[src/rtl/stx_pkg.sv]
package stx_pkg;

    typedef enum logic [1:0] {
        PH_IDLE,
        PH_WAIT,
        PH_START,
        PH_DATA
    } phase_e;

    typedef struct packed {
        phase_e phase;
        logic   nine;
        logic   shifted;
        logic   txd;
        logic   done;
    } ctl_t;

    localparam ctl_t CTL_RST = '{phase: PH_IDLE, nine: 1'b0, shifted: 1'b0,
                                 txd: 1'b1, done: 1'b0};

endpackage

[src/rtl/stx_baud_div.sv]
module stx_baud_div #(
    parameter int DIV_W = 4
) (
    input  logic clk,
    input  logic rst_n,
    input  logic tick,
    output logic roll
);
    localparam logic [DIV_W-1:0] CNT_LAST = '1;

    logic [DIV_W-1:0] cnt_d, cnt_q;

    always_comb begin
        cnt_d = cnt_q;
        if (tick) begin
            cnt_d = cnt_q + 1'b1;
        end
    end

    always_ff @(posedge clk) begin
        if (!rst_n) begin
            cnt_q <= '0;
        end else begin
            cnt_q <= cnt_d;
        end
    end

    assign roll = tick && (cnt_q == CNT_LAST);

    // bit boundary restarts the sixteenths of the next bit
    assert_bit_wrap_R3: assert property (@(posedge clk) disable iff (!rst_n)
        roll |=> (cnt_q == '0));

    // divider advances only on ticks
    assert_tick_only_R3: assert property (@(posedge clk) disable iff (!rst_n)
        !tick |=> $stable(cnt_q));

endmodule

[src/rtl/stx_sentinel_sr.sv]
module stx_sentinel_sr #(
    parameter int DATA_W = 8
) (
    input  logic              clk,
    input  logic              rst_n,
    input  logic              load,
    input  logic              shift,
    input  logic              mark_in,
    input  logic [DATA_W:0]   load_word,
    output logic              line_bit,
    output logic              next_bit,
    output logic              at_end
);
    localparam int SR_W = DATA_W + 1;
    localparam logic [SR_W-2:0] END_PAT = (SR_W-1)'(1);

    logic [SR_W-1:0] sr_d, sr_q;

    always_comb begin
        sr_d = sr_q;
        if (load) begin
            sr_d = load_word;
        end else if (shift) begin
            sr_d = {mark_in, sr_q[SR_W-1:1]};
        end
    end

    always_ff @(posedge clk) begin
        if (!rst_n) begin
            sr_q <= '0;
        end else begin
            sr_q <= sr_d;
        end
    end

    assign line_bit = sr_q[0];
    assign next_bit = sr_q[1];
    // marker right above the output bit, all higher positions empty
    assign at_end   = (sr_q[SR_W-1:1] == END_PAT);

    // contents only move on a load or a shift
    assert_sr_hold_R8: assert property (@(posedge clk) disable iff (!rst_n)
        (!load && !shift) |=> $stable(sr_q));

endmodule

[src/rtl/sentinel_uart_tx.sv]
module sentinel_uart_tx #(
    parameter int DATA_W = 8,
    parameter int DIV_W  = 4
) (
    input  logic              clk,
    input  logic              rst_n,
    input  logic              baud_tick,
    input  logic              wr_stb,
    input  logic [DATA_W-1:0] wr_byte,
    input  logic              wr_ninth,
    input  logic              nine_bit_mode,
    input  logic              done_clr,
    output logic              txd,
    output logic              tx_done
);
    import stx_pkg::*;

    localparam int SR_W = DATA_W + 1;

    logic            roll;
    logic            line_bit;
    logic            next_bit;
    logic            at_end;
    logic            sr_load;
    logic            sr_shift;
    logic            mark;
    logic [SR_W-1:0] load_word;
    ctl_t            s_d, s_q;

    stx_baud_div #(.DIV_W(DIV_W)) u_div (
        .clk  (clk),
        .rst_n(rst_n),
        .tick (baud_tick),
        .roll (roll)
    );

    stx_sentinel_sr #(.DATA_W(DATA_W)) u_sr (
        .clk      (clk),
        .rst_n    (rst_n),
        .load     (sr_load),
        .shift    (sr_shift),
        .mark_in  (mark),
        .load_word(load_word),
        .line_bit (line_bit),
        .next_bit (next_bit),
        .at_end   (at_end)
    );

    // eight-bit format preloads the marker; nine-bit loads the extra bit
    assign load_word = {(nine_bit_mode ? wr_ninth : 1'b1), wr_byte};

    always_comb begin
        s_d      = s_q;
        sr_load  = 1'b0;
        sr_shift = 1'b0;
        mark     = 1'b0;
        if (done_clr) begin
            s_d.done = 1'b0;
        end
        case (s_q.phase)
            PH_IDLE: begin
                if (wr_stb) begin
                    s_d.phase   = PH_WAIT;
                    s_d.nine    = nine_bit_mode;
                    s_d.shifted = 1'b0;
                    sr_load     = 1'b1;
                end
            end
            PH_WAIT: begin
                if (roll) begin
                    s_d.phase = PH_START;
                    s_d.txd   = 1'b0;
                end
            end
            PH_START: begin
                if (roll) begin
                    s_d.phase = PH_DATA;
                    s_d.txd   = line_bit;
                end
            end
            PH_DATA: begin
                if (roll) begin
                    sr_shift = 1'b1;
                    mark     = s_q.nine && !s_q.shifted;
                    if (s_q.shifted && at_end) begin
                        s_d.phase = PH_IDLE;
                        s_d.txd   = 1'b1;
                        s_d.done  = 1'b1;
                    end else begin
                        s_d.shifted = 1'b1;
                        s_d.txd     = next_bit;
                    end
                end
            end
            default: begin
                s_d = CTL_RST;
            end
        endcase
    end

    always_ff @(posedge clk) begin
        if (!rst_n) begin
            s_q <= CTL_RST;
        end else begin
            s_q <= s_d;
        end
    end

    assign txd     = s_q.txd;
    assign tx_done = s_q.done;

    assert_idle_high_R2: assert property (@(posedge clk) disable iff (!rst_n)
        (s_q.phase == PH_IDLE || s_q.phase == PH_WAIT) |-> txd);

    assert_start_low_R3: assert property (@(posedge clk) disable iff (!rst_n)
        (s_q.phase == PH_WAIT && roll) |=> !txd);

    assert_done_on_roll_R6: assert property (@(posedge clk) disable iff (!rst_n)
        $rose(tx_done) |-> $past(roll));

    assert_done_hold_R7: assert property (@(posedge clk) disable iff (!rst_n)
        (tx_done && !done_clr) |=> tx_done);

    assert_busy_write_R8: assert property (@(posedge clk) disable iff (!rst_n)
        (wr_stb && s_q.phase != PH_IDLE && !roll) |=> $stable(s_q.phase));

endmodule

[config.mk]
export PLATFORM = sky130hd
export DESIGN_NAME = sentinel_uart_tx
export DESIGN_NICKNAME = d
export VERILOG_FILES = /design/src/rtl/stx_pkg.sv /design/src/rtl/stx_baud_div.sv /design/src/rtl/stx_sentinel_sr.sv /design/src/rtl/sentinel_uart_tx.sv
export SDC_FILE = /design/constraint.sdc
export NUM_CORES = 1
export LEC_CHECK = 0
export ABC_AREA = 0
export BUFFER_PORTS_ARGS = -buffer_cell sky130_fd_sc_hd__buf_2
export CAP_MARGIN = 10
export CORE_UTILIZATION = 40
export DETAILED_ROUTE_END_ITERATION = 12
export HOLD_SLACK_MARGIN = 0.05
export PLACE_DENSITY_LB_ADDON = 0.08
export REMOVE_ABC_BUFFERS = 1
export SETUP_SLACK_MARGIN = 0.05
export SLEW_MARGIN = 15
export SYNTH_ARGS = -nofsm -noshare
export SYNTH_HDL_FRONTEND = slang
export SYNTH_SLANG_ARGS = --single-unit
[constraint.sdc]
create_clock -name clk -period 1.5 [get_ports clk]
set_input_delay 0.15 -clock clk [delete_from_list [all_inputs] [get_ports clk]]
set_output_delay 0.15 -clock clk [all_outputs]
set_load 0.02 [all_outputs]
==> impl_metrics.toml <==
[sta]
rsz0062_at_grt = "no"
skew_ns = 0.00491
max_freq_ghz = 0.722
worst_pin_slew_ns = 0.288
fin_ws_ns = 0.116
fin_setup_tns_ns = 0
setup_viol = 0
finalCritPeriodShare_pct = 92.3
drv_slew = 0
finalHoldViolations = 0
min_period_ns = 1.38
slew_headroom_pct = 80.8

[synth]
synth_area_leaders = "dfxtp_1 (41%), a311oi_1 (8.5%), ha_1 (6.8%)"
yosys.area.top_type_share_pct = 41.1
syn_inst = 110
synth_area_per_cell_sq_um = 8.42
syn-cell-area_sq_um = 926
synth_ff_type = "dfxtp_1"
synth-edff-count = 0
seq_area_frac_synth_pct = 41.1
yosys_warnings = 0
ys_types = 27
ys_ff_latch = 19
yosys.area.top_type = "dfxtp_1"
synthArstFlopShare_pct = 0

[pwr]
seqPwrFrac_pct = 43.2
irDropWorstVdd_v = 0.000855
net-switching-power_mw = 0.653
p_clk_share_pct = 15.6
power_frac_comb_pct = 41.2
p_int_mw = 1.06
switching_share_pct = 38.1
p_leak_nw = 0.486
p_per_area_nw_per_um2 = 1440

[cts]
clock-sinks = 19
clock_latency_ns = 0.30
htree_num_levels = 1
cts_buffers = 3
root_buffer = "clkbuf_4"
clkTransAtPathRegs_ns = 0.11
cts_buffer_depth = 2
cts_tree = "yes"

[floorplan]
rows = 17
start_util_pct = 42.3
core_area_sq_um = 2190
dieHeight_um = 50.1
die_x_um = 50.1
pin_count = 17
die_area_sq_um = 2510

[layout]
nFillCells = 221
drive_gt1_share_pct = 34.1
design.final.nets = 156
antenna_cells = 0
syn2layout_area_growth_pct = 28.9
layout_commonest_cell = "buf_2"
finalNonFillerCells = 163
final_cell_mix = "buf_2 (17), nand2_1 (15), dfxtp_1 (14)"
final_util_pct = 54.5
finish.instance_area_sq_um = 1190

[setup_path]
worst-path-max-fanout = 9
arrival_ns = 1.61
reg2reg_setup_slack_ns = 0.12
required_ns = 1.72
crit_path_max_incr_delay_ns = 0.36
reg2reg_depth = 5
crit_cells = 5
cpMaxStageDelayCell = "dfxtp_2"
worstSetupPathType = "reg2reg"
cp-start-kind = "flop"
cp_cell_sequence = "ha_2, and4_4, buf_6, nand4b_1, a311oi_2"
crit_buf_inv = 1
critPathCaptureType = "flop"
cp_top_family = "simple AND/OR/NAND/NOR gates"

[run_status]
status = "complete, no violations"

[routing]
avgViaCountPerCell = 5.40
via_count = 881
postRouteAntennaNets = 0
routedWlPerCell_um = 13.7
dr.pass1.iters = 4
drc = 0
drt_iter0_markers = 11
drt-total-wl_mm = 2.23

[placed_design]
numPortBuffers = 16
place_inst = 158
pre_cts_slack_ns = -0.0416
hpwlAfterDp_mm = 1.52
gp_congestion = 0.794
post_dp_cell_area_sq_um = 1080

[grt]
grt_pass1_wl_mm = 3.35
grt_usage_pct = 17.7
first_global_vias = 806
grt-ovfl-total = 0
antenna_found_initial = 0
grt_max_degree = 16

[worst_hold_path]
whs_path_depth = 3
worstHoldPathType = "in2reg"

[flow_run]
max-cap-violations = 0
## kinds of logic (layout without fill, tap and decap cells)
| logic type | count (synthesis) | after routing | share of synthesized area (%) |
|---|---|---|---|
| muxes | 3 | 3 | 3.24 |
| xor gates and xnor gates | 3 | 3 | 2.84 |
| and+or+nand+nor | 50 | 50 | 25.7 |
| AOI/OAI and AO/OA | 20 | 20 | 15.5 |
| DFF | 19 | 19 | 41.1 |
| adders and majority gates | 5 | 5 | 6.76 |
| buffers and inverters | 10 | 35 | 4.86 |
## power groups by stage
stage / Combinational (mW) / Sequential (mW) / Clock (mW)
final: 0.707 / 0.740 / 0.268
after CTS: 0.605 / 0.718 / 0.281
after floorplan: 0.401 / 0.703 / 0
after detailed placement: 0.592 / 0.726 / 0
after global placement: 0.569 / 0.724 / 0
after global routing: 0.776 / 0.756 / 0.295
## flip-flops by register name, summed over array words and instances, names as in the netlist
| name | cells |
|---|---|
| txd | 1 |
| u_sr.sr_q | 9 |
| tx_done | 1 |
| s_q | 4 |
| u_div.cnt_q | 4 |
## cells in the mapped netlist, types with 2 or more instances
cell	number
inv_1	5
nand4_1	2
nand3_1	9
nor3_1	2
nor2_1	13
o22ai_1	2
a21oi_1	4
nand2_1	16
nand4b_1	2
clkbuf_1	4
o21ai_0	2
mux2i_1	3
xor2_1	2
ha_1	5
a311oi_1	9
dfxtp_1	19
## path summary, 6_finish.rpt
check | from | end
max reg2reg | u_div.cnt_q[1] | u_sr.sr_q[8]
min | nine_bit_mode | s_q[3]
min reg2reg | s_q[3] | s_q[3]
max | u_div.cnt_q[1] | u_sr.sr_q[8]
## repair_timing
item,in CTS,in global routing
buffers inserted,0,0
pin swaps,0,5
gates resized for setup,3,17
hold buffers,0,0
endpoints found under the setup margin,6,13
cloned,0,1
## cell type report
type / count / area, sq um / area share [%]
inverters: 5 / 18.8 / 1.57
well taps: 28 / 35.0 / 2.94
repair buffers: 26 / 160 / 13.4
clock buffers: 4 / 26.3 / 2.20
flip-flops and latches: 19 / 387 / 32.4
multi-input cells: 81 / 567 / 47.5
## worst reg2reg max path, delay by kind of cell, from the launching register on
kind / cells / cell delay, ns
flops: 1 / 0.36
compound gates: 1 / 0.26
fa+ha+maj: 1 / 0.19
buf+inv: 1 / 0.14
simple gates: 2 / 0.37
## per-stage QoR
stage | power (mW) | hold slack [ns]
4_1_cts | 1.60 | 0.0888
3_5_place_dp | 1.32 | 0.421
5_1_grt | 1.83 | 0.112
6_report | 1.71 | 0.104
3_3_place_gp | 1.29 | 0.423
2_1_floorplan | 1.10 | 0.239
## layer usage
layer / global-route usage (%) / up-vias / wire, um
met5: 0 / - / 0
met4: 9.52 / 0 / 16
met3: 2.78 / 2 / 48
met2: 30.4 / 10 / 1120
met1: 20.6 / 423 / 1040
li1: - / 446 / -
Note: power is estimated with default switching activity, not from simulation.
